**config.mk**
```make
export PLATFORM = sky130hd
export DESIGN_NAME = xlate_lookup
export DESIGN_NICKNAME = d
export VERILOG_FILES = /design/src/rtl/xlate_pkg.sv /design/src/rtl/xlate_tlb.sv /design/src/rtl/xlate_ptab.sv /design/src/rtl/xlate_dcache.sv /design/src/rtl/xlate_lookup.sv
export SDC_FILE = /design/constraint.sdc
export NUM_CORES = 2
export LEC_CHECK = 0
export BUFFER_PORTS_ARGS = -buffer_cell sky130_fd_sc_hd__buf_2
export CORE_ASPECT_RATIO = 0.75
export CORE_UTILIZATION = 45
export CTS_CLUSTER_DIAMETER = 60
export DETAILED_ROUTE_END_ITERATION = 8
export SLEW_MARGIN = 20
export SYNTH_ARGS = -nofsm -noshare
export SYNTH_HDL_FRONTEND = slang
export SYNTH_HIERARCHICAL = 1
export SYNTH_SLANG_ARGS = --single-unit
```
**constraint.sdc**
```tcl
create_clock -name clk -period 9.4 [get_ports clk]
set_input_delay 0.94 -clock clk [delete_from_list [all_inputs] [get_ports clk]]
set_output_delay 0.94 -clock clk [all_outputs]
set_load 0.005 [all_outputs]
```
**src/rtl/xlate_pkg.sv**
```systemverilog
package xlate_pkg;
  localparam int VA_W      = 14;
  localparam int PA_W      = 12;
  localparam int PG_OFF_W  = 6;
  localparam int VPN_W     = VA_W - PG_OFF_W;
  localparam int PPN_W     = PA_W - PG_OFF_W;
  localparam int TLB_SET_W = 2;
  localparam int TLB_WAY_W = 2;
  localparam int TLB_SETS  = 1 << TLB_SET_W;
  localparam int TLB_WAYS  = 1 << TLB_WAY_W;
  localparam int TLB_TAG_W = VPN_W - TLB_SET_W;
  localparam int PT_DEPTH  = 1 << VPN_W;
  localparam int BYTE_W    = 8;
  localparam int BLK_OFF_W = 2;
  localparam int BLK_BITS  = BYTE_W << BLK_OFF_W;
  localparam int LINE_W    = 4;
  localparam int LINES     = 1 << LINE_W;
  localparam int CTAG_W    = PA_W - LINE_W - BLK_OFF_W;
endpackage

```
**src/rtl/xlate_tlb.sv**
```systemverilog
module xlate_tlb import xlate_pkg::*; (
  input  logic                 clk,
  input  logic                 rst_n,
  input  logic [VPN_W-1:0]     lk_vpn,
  output logic                 lk_hit,
  output logic [PPN_W-1:0]     lk_ppn,
  input  logic                 ins_en,
  input  logic [PPN_W-1:0]     ins_ppn,
  input  logic                 ld_en,
  input  logic [TLB_SET_W-1:0] ld_set,
  input  logic [TLB_WAY_W-1:0] ld_way,
  input  logic                 ld_valid,
  input  logic [TLB_TAG_W-1:0] ld_tag,
  input  logic [PPN_W-1:0]     ld_ppn
);
  logic                 v_w [TLB_SETS][TLB_WAYS];
  logic [TLB_TAG_W-1:0] t_w [TLB_SETS][TLB_WAYS];
  logic [PPN_W-1:0]     p_w [TLB_SETS][TLB_WAYS];
  logic [TLB_WAY_W-1:0] rr_w [TLB_SETS];

  logic [TLB_SET_W-1:0] set_idx;
  logic [TLB_TAG_W-1:0] tag_in;
  logic                 set_full;
  logic [TLB_WAY_W-1:0] first_inv;
  logic [TLB_WAY_W-1:0] victim;
  logic                 ins_fire;

  assign set_idx = lk_vpn[TLB_SET_W-1:0];
  assign tag_in  = lk_vpn[VPN_W-1:TLB_SET_W];

  // lookup: lowest matching way supplies the frame
  always_comb begin
    lk_hit = 1'b0;
    lk_ppn = '0;
    for (int w = TLB_WAYS-1; w >= 0; w--) begin
      if (v_w[set_idx][w] && (t_w[set_idx][w] == tag_in)) begin
        lk_hit = 1'b1;
        lk_ppn = p_w[set_idx][w];
      end
    end
  end

  // victim choice: lowest invalid way, else the set's round-robin pointer
  always_comb begin
    set_full  = 1'b1;
    first_inv = '0;
    for (int w = TLB_WAYS-1; w >= 0; w--) begin
      if (!v_w[set_idx][w]) begin
        set_full  = 1'b0;
        first_inv = TLB_WAY_W'(w);
      end
    end
    victim = set_full ? rr_w[set_idx] : first_inv;
  end

  // a load-port write into the same set suppresses the install
  assign ins_fire = ins_en && !(ld_en && (ld_set == set_idx));

  for (genvar s = 0; s < TLB_SETS; s++) begin : g_set
    logic [TLB_WAY_W-1:0] rr_q, rr_d;
    always_comb begin
      rr_d = rr_q;
      if (ins_fire && set_full && (set_idx == TLB_SET_W'(s)))
        rr_d = rr_q + TLB_WAY_W'(1);
    end
    always_ff @(posedge clk or negedge rst_n) begin
      if (!rst_n) rr_q <= '0;
      else        rr_q <= rr_d;
    end
    assign rr_w[s] = rr_q;

    for (genvar w = 0; w < TLB_WAYS; w++) begin : g_way
      logic                 we_ld, we_in, v_q, v_d;
      logic [TLB_TAG_W-1:0] t_q;
      logic [PPN_W-1:0]     p_q;
      assign we_ld = ld_en && (ld_set == TLB_SET_W'(s)) && (ld_way == TLB_WAY_W'(w));
      assign we_in = ins_fire && (set_idx == TLB_SET_W'(s)) && (victim == TLB_WAY_W'(w));
      always_comb begin
        v_d = v_q;
        if (we_ld)      v_d = ld_valid;
        else if (we_in) v_d = 1'b1;
      end
      always_ff @(posedge clk or negedge rst_n) begin
        if (!rst_n) v_q <= 1'b0;
        else        v_q <= v_d;
      end
      always_ff @(posedge clk) begin
        if (we_ld) begin
          t_q <= ld_tag;
          p_q <= ld_ppn;
        end else if (we_in) begin
          t_q <= tag_in;
          p_q <= ins_ppn;
        end
      end
      assign v_w[s][w] = v_q;
      assign t_w[s][w] = t_q;
      assign p_w[s][w] = p_q;
    end
  end

  assert_install_lands_R6: assert property (@(posedge clk) disable iff (!rst_n)
    ins_fire |=> (v_w[$past(set_idx)][$past(victim)] &&
                  (t_w[$past(set_idx)][$past(victim)] == $past(tag_in))));

  assert_fill_invalid_R6: assert property (@(posedge clk) disable iff (!rst_n)
    (ins_fire && !set_full) |-> !v_w[set_idx][victim]);

  assert_rr_moves_R7: assert property (@(posedge clk) disable iff (!rst_n)
    (ins_fire && set_full) |=> (rr_w[$past(set_idx)] != $past(rr_w[set_idx])));

  assert_load_wins_R8: assert property (@(posedge clk) disable iff (!rst_n)
    (ld_en && ins_en && (ld_set == set_idx)) |=>
      ((t_w[$past(ld_set)][$past(ld_way)] == $past(ld_tag)) &&
       (v_w[$past(ld_set)][$past(ld_way)] == $past(ld_valid))));
endmodule

```
**src/rtl/xlate_ptab.sv**
```systemverilog
module xlate_ptab import xlate_pkg::*; (
  input  logic             clk,
  input  logic             rst_n,
  input  logic [VPN_W-1:0] rd_vpn,
  output logic             rd_valid,
  output logic [PPN_W-1:0] rd_ppn,
  input  logic             wr_en,
  input  logic [VPN_W-1:0] wr_vpn,
  input  logic             wr_valid,
  input  logic [PPN_W-1:0] wr_ppn
);
  logic             pv_q [PT_DEPTH];
  logic [PPN_W-1:0] pp_q [PT_DEPTH];

  always_ff @(posedge clk or negedge rst_n) begin
    if (!rst_n) begin
      for (int i = 0; i < PT_DEPTH; i++) pv_q[i] <= 1'b0;
    end else if (wr_en) begin
      pv_q[wr_vpn] <= wr_valid;
    end
  end

  always_ff @(posedge clk) begin
    if (wr_en) pp_q[wr_vpn] <= wr_ppn;
  end

  assign rd_valid = pv_q[rd_vpn];
  assign rd_ppn   = pp_q[rd_vpn];

  assert_pt_write_R3: assert property (@(posedge clk) disable iff (!rst_n)
    wr_en |=> (pv_q[$past(wr_vpn)] == $past(wr_valid)));
endmodule

```
**src/rtl/xlate_dcache.sv**
```systemverilog
module xlate_dcache import xlate_pkg::*; (
  input  logic                clk,
  input  logic                rst_n,
  input  logic [PA_W-1:0]     rd_pa,
  output logic                rd_hit,
  output logic [BYTE_W-1:0]   rd_byte,
  input  logic                wr_en,
  input  logic [LINE_W-1:0]   wr_line,
  input  logic                wr_valid,
  input  logic [CTAG_W-1:0]   wr_tag,
  input  logic [BLK_BITS-1:0] wr_data
);
  logic                cv_q [LINES];
  logic [CTAG_W-1:0]   ct_q [LINES];
  logic [BLK_BITS-1:0] cd_q [LINES];

  logic [BLK_OFF_W-1:0] boff;
  logic [LINE_W-1:0]    line;
  logic [CTAG_W-1:0]    ptag;
  logic [BLK_BITS-1:0]  blk;

  assign boff = rd_pa[BLK_OFF_W-1:0];
  assign line = rd_pa[BLK_OFF_W +: LINE_W];
  assign ptag = rd_pa[PA_W-1 -: CTAG_W];

  always_ff @(posedge clk or negedge rst_n) begin
    if (!rst_n) begin
      for (int i = 0; i < LINES; i++) cv_q[i] <= 1'b0;
    end else if (wr_en) begin
      cv_q[wr_line] <= wr_valid;
    end
  end

  always_ff @(posedge clk) begin
    if (wr_en) begin
      ct_q[wr_line] <= wr_tag;
      cd_q[wr_line] <= wr_data;
    end
  end

  assign blk     = cd_q[line];
  assign rd_hit  = cv_q[line] && (ct_q[line] == ptag);
  assign rd_byte = blk[{boff, 3'b000} +: BYTE_W];

  assert_line_write_R5: assert property (@(posedge clk) disable iff (!rst_n)
    wr_en |=> ((cv_q[$past(wr_line)] == $past(wr_valid)) &&
               (ct_q[$past(wr_line)] == $past(wr_tag))));
endmodule

```
**src/rtl/xlate_lookup.sv**
```systemverilog
module xlate_lookup import xlate_pkg::*; (
  input  logic                 clk,
  input  logic                 rst_n,
  input  logic                 req_valid,
  input  logic [VA_W-1:0]      req_va,
  input  logic                 tlb_ld_en,
  input  logic [TLB_SET_W-1:0] tlb_ld_set,
  input  logic [TLB_WAY_W-1:0] tlb_ld_way,
  input  logic                 tlb_ld_valid,
  input  logic [TLB_TAG_W-1:0] tlb_ld_tag,
  input  logic [PPN_W-1:0]     tlb_ld_ppn,
  input  logic                 pt_ld_en,
  input  logic [VPN_W-1:0]     pt_ld_vpn,
  input  logic                 pt_ld_valid,
  input  logic [PPN_W-1:0]     pt_ld_ppn,
  input  logic                 dc_ld_en,
  input  logic [LINE_W-1:0]    dc_ld_line,
  input  logic                 dc_ld_valid,
  input  logic [CTAG_W-1:0]    dc_ld_tag,
  input  logic [BLK_BITS-1:0]  dc_ld_data,
  output logic                 rsp_valid,
  output logic                 rsp_tlb_hit,
  output logic                 rsp_fault,
  output logic [PA_W-1:0]      rsp_pa,
  output logic                 rsp_cache_hit,
  output logic [BYTE_W-1:0]    rsp_byte
);
  // reset: asserted asynchronously, released on the second clock edge
  logic [1:0] rs_q;
  logic       rst_sync_n;
  always_ff @(posedge clk or negedge rst_n) begin
    if (!rst_n) rs_q <= 2'b00;
    else        rs_q <= {rs_q[0], 1'b1};
  end
  assign rst_sync_n = rs_q[1];

  // stage A: translation in the request cycle
  logic [VPN_W-1:0] vpn;
  logic             tlb_hit, pt_valid;
  logic [PPN_W-1:0] tlb_ppn, pt_ppn;
  logic             ins_en;
  assign vpn    = req_va[VA_W-1:PG_OFF_W];
  assign ins_en = req_valid && !tlb_hit && pt_valid;

  xlate_tlb u_tlb (
    .clk(clk), .rst_n(rst_sync_n), .lk_vpn(vpn), .lk_hit(tlb_hit), .lk_ppn(tlb_ppn),
    .ins_en(ins_en), .ins_ppn(pt_ppn),
    .ld_en(tlb_ld_en), .ld_set(tlb_ld_set), .ld_way(tlb_ld_way),
    .ld_valid(tlb_ld_valid), .ld_tag(tlb_ld_tag), .ld_ppn(tlb_ld_ppn)
  );

  xlate_ptab u_ptab (
    .clk(clk), .rst_n(rst_sync_n), .rd_vpn(vpn), .rd_valid(pt_valid), .rd_ppn(pt_ppn),
    .wr_en(pt_ld_en), .wr_vpn(pt_ld_vpn), .wr_valid(pt_ld_valid), .wr_ppn(pt_ld_ppn)
  );

  logic            a_vld_d, a_vld_q;
  logic            a_hit_d, a_hit_q;
  logic            a_flt_d, a_flt_q;
  logic [PA_W-1:0] a_pa_d, a_pa_q;

  always_comb begin
    a_vld_d = req_valid;
    a_hit_d = tlb_hit;
    a_flt_d = !tlb_hit && !pt_valid;
    a_pa_d  = a_flt_d ? '0 : {(tlb_hit ? tlb_ppn : pt_ppn), req_va[PG_OFF_W-1:0]};
  end

  always_ff @(posedge clk or negedge rst_sync_n) begin
    if (!rst_sync_n) a_vld_q <= 1'b0;
    else             a_vld_q <= a_vld_d;
  end

  always_ff @(posedge clk) begin
    if (req_valid) begin
      a_hit_q <= a_hit_d;
      a_flt_q <= a_flt_d;
      a_pa_q  <= a_pa_d;
    end
  end

  // stage B: cache lookup on the registered physical address
  logic              dc_hit;
  logic [BYTE_W-1:0] dc_byte;

  xlate_dcache u_dcache (
    .clk(clk), .rst_n(rst_sync_n), .rd_pa(a_pa_q), .rd_hit(dc_hit), .rd_byte(dc_byte),
    .wr_en(dc_ld_en), .wr_line(dc_ld_line), .wr_valid(dc_ld_valid),
    .wr_tag(dc_ld_tag), .wr_data(dc_ld_data)
  );

  logic              o_vld_d, o_hit_d, o_flt_d, o_ch_d;
  logic [PA_W-1:0]   o_pa_d;
  logic [BYTE_W-1:0] o_byte_d;

  always_comb begin
    o_vld_d  = a_vld_q;
    o_hit_d  = a_vld_q && a_hit_q;
    o_flt_d  = a_vld_q && a_flt_q;
    o_pa_d   = a_vld_q ? a_pa_q : '0;
    o_ch_d   = a_vld_q && !a_flt_q && dc_hit;
    o_byte_d = o_ch_d ? dc_byte : '0;
  end

  always_ff @(posedge clk or negedge rst_sync_n) begin
    if (!rst_sync_n) begin
      rsp_valid     <= 1'b0;
      rsp_tlb_hit   <= 1'b0;
      rsp_fault     <= 1'b0;
      rsp_pa        <= '0;
      rsp_cache_hit <= 1'b0;
      rsp_byte      <= '0;
    end else begin
      rsp_valid     <= o_vld_d;
      rsp_tlb_hit   <= o_hit_d;
      rsp_fault     <= o_flt_d;
      rsp_pa        <= o_pa_d;
      rsp_cache_hit <= o_ch_d;
      rsp_byte      <= o_byte_d;
    end
  end

  assert_fault_quiet_R4: assert property (@(posedge clk) disable iff (!rst_sync_n)
    rsp_fault |-> (!rsp_tlb_hit && !rsp_cache_hit && (rsp_pa == '0) && (rsp_byte == '0)));

  assert_idle_zero_R9: assert property (@(posedge clk) disable iff (!rst_sync_n)
    !rsp_valid |-> (!rsp_tlb_hit && !rsp_fault && !rsp_cache_hit &&
                    (rsp_pa == '0) && (rsp_byte == '0)));

  assert_hit_no_fault_R2: assert property (@(posedge clk) disable iff (!rst_sync_n)
    rsp_tlb_hit |-> !rsp_fault);

  assert_offset_kept_R1: assert property (@(posedge clk) disable iff (!rst_sync_n)
    (rsp_valid && !rsp_fault) |-> (rsp_pa[PG_OFF_W-1:0] == $past(req_va[PG_OFF_W-1:0], 2)));
endmodule

```
# Yosys cells after proc, flatten, opt, wreduce, memory -nomap -nowiden
# Memory sizes are Yosys's and may differ from the RTL's. A register that Yosys moved wholly into a read port is not among the register bits.
# Index checks and enable logic that the tools add are counted.
[word_totals]
wordCells = 606
regBits = 529
out_inout_bits = 24
mem_count = 3
in_bits = 95
mem_bits_rw = 2144
[memory_table]
columns = ["memory", "depth", "width", "read_ports", "rd_clocked_by_memory_dff", "wr", "line_no", "source"]
rows = [
  ["u_ptab.pp_q", 256, 6, 1, 0, 1, "xlate_ptab.sv:13", "logic [PPN_W-1:0] pp_q [PT_DEPTH];"],
  ["u_dcache.cd_q", 16, 32, 1, 1, 1, "xlate_dcache.sv:15", "logic [BLK_BITS-1:0] cd_q [LINES];"],
  ["u_dcache.ct_q", 16, 6, 1, 1, 1, "xlate_dcache.sv:14", "logic [CTAG_W-1:0] ct_q [LINES];"],
]
[classes]
bitwise = 5
n_reduce_logical = 85
addsub = 4
muxes = 148
eq_ne = 18
n_shift = 1
order_cmp = 7
[op_table]
columns = ["op", "count"]
rows = [
  ["$mux W6", 69],
  ["$bwmux W256", 1],
  ["$bmux W24 S2", 2],
  ["$mux W24", 4],
  ["$logic_and A1 B1 Y1", 61],
  ["$mux W1", 50],
  ["$reduce_bool A2 Y1", 16],
  ["$shiftx A32 B6 Y8", 1],
  ["$eq A6 B6 Y1", 5],
  ["$mux W4", 6],
  ["$ge A9 B9 Y1 const B", 2],
  ["$not A8 Y9", 2],
  ["$bwmux W16", 1],
  ["$eq A2 B2 Y1 const B", 8],
  ["$mux W2", 7],
  ["$mux W12", 1],
  ["$ge A5 B5 Y1 const B", 2],
  ["$not A4 Y5", 2],
  ["$lt A9 B1 Y1 const B", 1],
  ["$add A2 B1 Y2 const B", 4],
  ["$bmux W1 S8", 1],
  ["$bmux W4 S2", 1],
  ["$demux W1 S8", 1],
  ["$eq A2 B1 Y1 const B", 4],
  ["other kinds (10)", 16],
]

# Depth between registers and ports, before layout
[logic_depth]
word_depth = 18
ltp_mapped = 19
depth_no_buf = 12

# By module
# The synthesis kept the hierarchy.
[by_module_without_submodules]
columns = ["module", "n_inst", "area_each_um2", "cells_per_inst"]
rows = [
  ["xlate_ptab", 1, 71818.9, 3659],
  ["xlate_dcache", 1, 23960.5, 971],
  ["xlate_tlb", 1, 11173.2, 730],
  ["xlate_lookup", 1, 1405.1, 96],
]

# Least setup slack after synthesis
# No wires, ideal clock.
[synth_timing]
path_type = "input-to-reg"
start = "input port req_va[6]"
end = "register u_tlb.g_set[0].g_way[1].p_q[0] (enable)"
slack_ns = 4.083
t_arrival_ns = 4.917
cell_stages = 13
path_buffers = 5
setup_time_ns = 0.400
path_cell_list = "buf_6 -> buf_6 -> buf_2 -> mux4_2 -> xor2_1 -> nor4_1 -> nand4_1 -> clkbuf_1 -> nand3_1 -> buf_4 -> nor2_1 -> or4b_2 -> o21ai_0"
[synth_via]
elab_chain_len = 17
word_cells_on_any_way = 47
cone_classes = "eq/ne (6); mux (25); bitwise (2); reduce/logical (14)"
[synth_lines]
columns = ["element", "line_no", "source"]
rows = [
  ["start, declared", "xlate_lookup.sv:5", "input logic [VA_W-1:0] req_va,"],
  ["$not A2 Y3 (not written as such) *", "xlate_tlb.sv:36", "if (v_w[set_idx][w] && (t_w[set_idx][w] == tag_in)) begin"],
  ["$bmux W24 S2", "xlate_tlb.sv:36", ""],
  ["$mux W24 (not written as such) (2 in a row)", "xlate_tlb.sv:36", ""],
  ["$eq A6 B6 Y1", "xlate_tlb.sv:36", ""],
  ["$logic_and A1 B1 Y1", "xlate_tlb.sv:36", ""],
  ["$mux W1 (3 in a row)", "xlate_tlb.sv:36", ""],
  ["$mux W1 *", "xlate_tlb.sv:36", ""],
  ["named net a_hit_d", "xlate_lookup.sv:58", "logic a_hit_d, a_hit_q;"],
  ["$logic_not A1 Y1 *", "xlate_lookup.sv:43", "assign ins_en = req_valid && !tlb_hit && pt_valid;"],
  ["$logic_and A1 B1 Y1 * (2 in a row)", "xlate_lookup.sv:43", ""],
  ["named net ins_en", "xlate_lookup.sv:41", "logic ins_en;"],
  ["$logic_and A1 B1 Y1 *", "xlate_tlb.sv:57", "assign ins_fire = ins_en && !(ld_en && (ld_set == set_idx));"],
  ["$logic_and A1 B1 Y1 * (2 in a row)", "xlate_tlb.sv:77", "assign we_in = ins_fire && (set_idx == TLB_SET_W'(s)) && (victim == TLB_WAY_W'(w));"],
  ["$reduce_bool A2 Y1 (no source line) *", "--", ""],
  ["end signal, assigned", "xlate_tlb.sv:90", "p_q <= ld_ppn;"],
  ["end signal, assigned", "xlate_tlb.sv:93", "p_q <= ins_ppn;"],
  ["end, declared", "xlate_tlb.sv:75", "logic [PPN_W-1:0] p_q;"],
]
# Mark *: on every way through the listed nets, which the timed path passes. The rest lies on a longest branch. The select of a mux whose other input is x is not followed.
# A chain may end at the register's enable or synchronous reset.

# Worst setup path after layout
[layout_timing]
start = "input port req_va[6]"
end = "register u_tlb.g_set[0].g_way[3].t_q[5] (enable)"
[layout_via]
word_cells_on_any_way = 47
cone_classes = "eq/ne (6); mux (25); bitwise (2); reduce/logical (14)"
[layout_rtl]
columns = ["element", "line_no", "source"]
rows = [
  ["$not A8 Y9 (not written as such)", "xlate_ptab.sv:27", "assign rd_valid = pv_q[rd_vpn];"],
  ["$bmux W1 S8", "xlate_ptab.sv:27", ""],
  ["$mux W1 (not written as such) (2 in a row)", "xlate_ptab.sv:27", ""],
  ["named net pt_valid", "xlate_lookup.sv:39", "logic tlb_hit, pt_valid;"],
  ["$logic_and A1 B1 Y1", "xlate_lookup.sv:43", ""],
  ["named net ins_en", "xlate_lookup.sv:41", ""],
  ["$logic_and A1 B1 Y1", "xlate_tlb.sv:57", ""],
  ["$logic_and A1 B1 Y1 (2 in a row)", "xlate_tlb.sv:77", ""],
  ["$reduce_bool A2 Y1 (no source line)", "--", ""],
  ["end signal, assigned", "xlate_tlb.sv:89", "t_q <= ld_tag;"],
  ["end signal, assigned", "xlate_tlb.sv:92", "t_q <= tag_in;"],
  ["end, declared", "xlate_tlb.sv:74", "logic [TLB_TAG_W-1:0] t_q;"],
]
# The timed path passes the listed nets, and every way through them passes these cells. The select of a mux whose other input is x is not followed.

==> run metrics <==
run status=complete, no violations; H-tree Lvls=5; Worst Hold Class=flip-flop to asynchronous set/reset pin; startpoint types=input pin; Async S/R FF share, synth=12.08%; sequential share of the synthesized area=72.58%; worst skew pair latency=0.85 ns; cell internal pwr=20.10 mW; Post-DRT Antenna Nets=0; ys flop type=edfxtp_1; LEAKAGE=40.04 nW; DP HPWL=163200 um; Comb pwr share=6.5%; root buffer cell=clkbuf_16; most common cell after layout, fill and taps aside=edfxtp_1; cell count after synthesis=5456; synth top area cells=edfxtp_1, mux4_2, dfrtp_1, mux2_2, mux2i_1; RSZ-0062 raised after global routing=false; clock skew=0.04745 ns; setup TNS=0 ns; number of max-cap violations=0; clk sink count=2673; Remaining DRCs=0; drt wl/cell=30.79 um; Core Area=238500 um^2; via count=55320; CTS clock-pin slew for the worst setup and hold paths=0.06 ns; Layout area overhead=11.74%; Least-Margin Pin Slew=1.254 ns; initial core utilization=45.43%; fmax=0.1709 GHz; Worst Path Arrival=6.37 ns; max_slew headroom=15.64%; CP max FO=55; Sw Ratio=21.92%; share of cells above drive strength 1=30.40%; Final Max Slew Viols=0; EDFF count, synth=2350; Flop pwr share=51.4%; Power Density=212.6 nW/um^2; Synth top area share=65.12%; pin count of the biggest net entering global routing=156; DIE AREA=242800 um^2; Ys Warns=6; DRT iter0 DRCs=6482; Nets=5712; post-CTS sizing=0; Crit. End Element=flip-flop; Final GP Congestion=0.8653; IO Count=119; final setup fails=0; post-CTS setup buffers=0; fill count=19120; register area=78650 um^2; crit path time final=5.850 ns; largest buffer count on any clock path=4; data required time of the critical path=9.92 ns; Total Routing Usage GR=22.63%; cell area after synthesis=108400 um^2; antenna violations before repair=11; Clk pwr share=42.1%; pre-CTS setup slack=2.453 ns; Horiz. Die Dim=568.6 um; distinct cell type count after synthesis=69; Vias/cell=6.166; commonest non-fill, non-tap cells in the layout=edfxtp_1, mux4_2, mux2_2; CTS tree=yes; die height=427.0 um; Num CTS Buffers=272; mean post-synth cell area=19.86 um^2; DR pass1 iterations=5; Remaining Overflow, GRT=0; first-pass GRT wire length=398100 um; num rows=155; P_sw=5.641 mW; post-synth net total=5551; drt total wl=276300 um; top cell type by total area after synthesis=edfxtp_1; final setup margin=3.550 ns; area of the multi-input gates=27790 um^2; PortBufs=118; Tcrit/Tclk final=62.23%; number of global-route vias before repair=54680; worst vdd ir=0.1522 mV; Hold Violations, Final=0; Synth Register Bits=2673; crit path kind=input pin to flip-flop
[cells by family (layout without fill, tap and decap cells)]
logic type,count (synthesis),count (layout),synth area share (%)
AOI/OAI and AO/OA,358,358,2.396
xor gates and xnor gates,37,37,0.2991
and+or+nand+nor,752,752,3.175
other,1,4,0.003461
buffers and inverters,366,739,1.994
muxes,1269,1269,19.55
DFF,2673,2673,72.58
[final cells by class]
class | instances | share of cell area [%]
Sequential cell | 2673 | 64.96
Clock buffer | 370 | 6.342
Tap cell | 3140 | 3.245
Clock inverter | 116 | 0.9899
Inverter | 8 | 0.02480
Antenna cell | 3 | 0.006200
Timing Repair Buffer | 245 | 1.484
Multi-Input combinational cell | 2417 | 22.95
[registers in the layout (all words and copies together) (netlist names)]
register and count:
u_dcache/cd_q 512, u_tlb/g_set.g_way.t_q 96, rsp_valid 1, a_pa_q 12
rsp_pa 12, rsp_tlb_hit 1, a_hit_q 1, u_dcache/ct_q 96
u_tlb/g_set.g_way.v_q 16, u_dcache/cv_q 16, u_ptab/pv_q 256, a_vld_q 1
a_flt_q 1, u_ptab/pp_q 1536, rs_q 2, u_tlb/g_set.rr_q 8
rsp_cache_hit 1, rsp_fault 1, u_tlb/g_set.g_way.p_q 96, rsp_byte 8
[power by group through the flow]
stage / logic (mW) / clock network, mW / registers, mW
final: 1.67 / 10.8 / 13.2
after global routing: 1.77 / 11.5 / 13.2
after CTS: 1.67 / 11.1 / 13.2
after detailed placement: 1.66 / 0 / 13.5
after global placement: 1.64 / 0 / 13.5
after floorplan: 1.03 / 0 / 13.5
[metal layers]
layer | routed length (um) | GRT usage (%) | share of wire, % | up-vias
li1 | - | - | - | 22640
met1 | 126500 | 35.54 | 46 | 29930
met2 | 119000 | 31.99 | 43 | 2344
met3 | 24040 | 4.839 | 8.7 | 398
met4 | 6705 | 5.777 | 2.4 | 4
met5 | 16 | 0 | 0.0058 | -
[Yosys cell counts, types with 27 or more instances]
master,n
a21oi_1,48
a22oi_1,78
and2_1,28
buf_2,67
buf_4,27
buf_6,36
clkbuf_1,180
dfrtp_1,323
edfxtp_1,2350
mux2_2,456
mux2i_1,186
mux4_2,610
nand2_1,152
nand3_1,50
nor2_1,335
nor3_1,43
nor4_1,38
o22ai_1,74
[critical path, stage by stage]
cell	delay, ns
buf_8	0.50
buf_4	0.53
mux2i_1	0.15
o221ai_1	0.24
o21ai_0	0.14
a221oi_1	0.81
nor3_1	0.13
nor4_2	0.82
buf_4	0.30
nand2_1	0.06
nor2_1	0.37
or4b_2	0.74
o21ai_1	0.16
buf_4	0.28
[final timing paths]
check	end	slack, ns	depth (start not counted)	from
setup / recovery	u_tlb/g_set[0].g_way[3].t_q[5]$_DFFE_PP_	3.55	14	req_va[6]
hold / removal	u_ptab/pv_q[208]$_DFFE_PN0P_	0.28	0	rs_q[1]$_DFF_PN0_
setup reg to reg	u_tlb/g_set[0].g_way[3].t_q[5]$_DFFE_PP_	4.19	12	u_ptab/pv_q[164]$_DFFE_PN0P_
hold reg to reg	u_ptab/pv_q[208]$_DFFE_PN0P_	0.28	0	rs_q[1]$_DFF_PN0_
max in group asynchronous	rsp_byte[2]$_DFF_PN0_	7.07	2	rs_q[1]$_DFF_PN0_
min in group clk	rs_q[1]$_DFF_PN0_	0.35	0	rs_q[0]$_DFF_PN0_
[what timing repair did]
item,4_1_cts,5_1_grt
hold endpoints to repair,2,0
hold buffers,1,0
setup endpoints to repair,0,0
[metrics by stage]
| step | power [mW] | instances | util (%) | cell area [um^2] | hold WS [ns] |
|---|---|---|---|---|---|
| global placement | 15.11 | 8481 | 47.00 | 112100 | 0.3079 |
| CTS | 25.96 | 8968 | 50.74 | 121000 | 0.2997 |
| floorplan | 14.49 | 5456 | - | 108400 | 0.3311 |
| global route | 26.49 | 8971 | 50.76 | 121100 | 0.3203 |
| detailed placement | 15.14 | 8481 | 47.01 | 112100 | 0.3109 |
| finish | 25.74 | 8972 | 50.76 | 121100 | 0.2803 |
(Power assumes the default switching activity.)
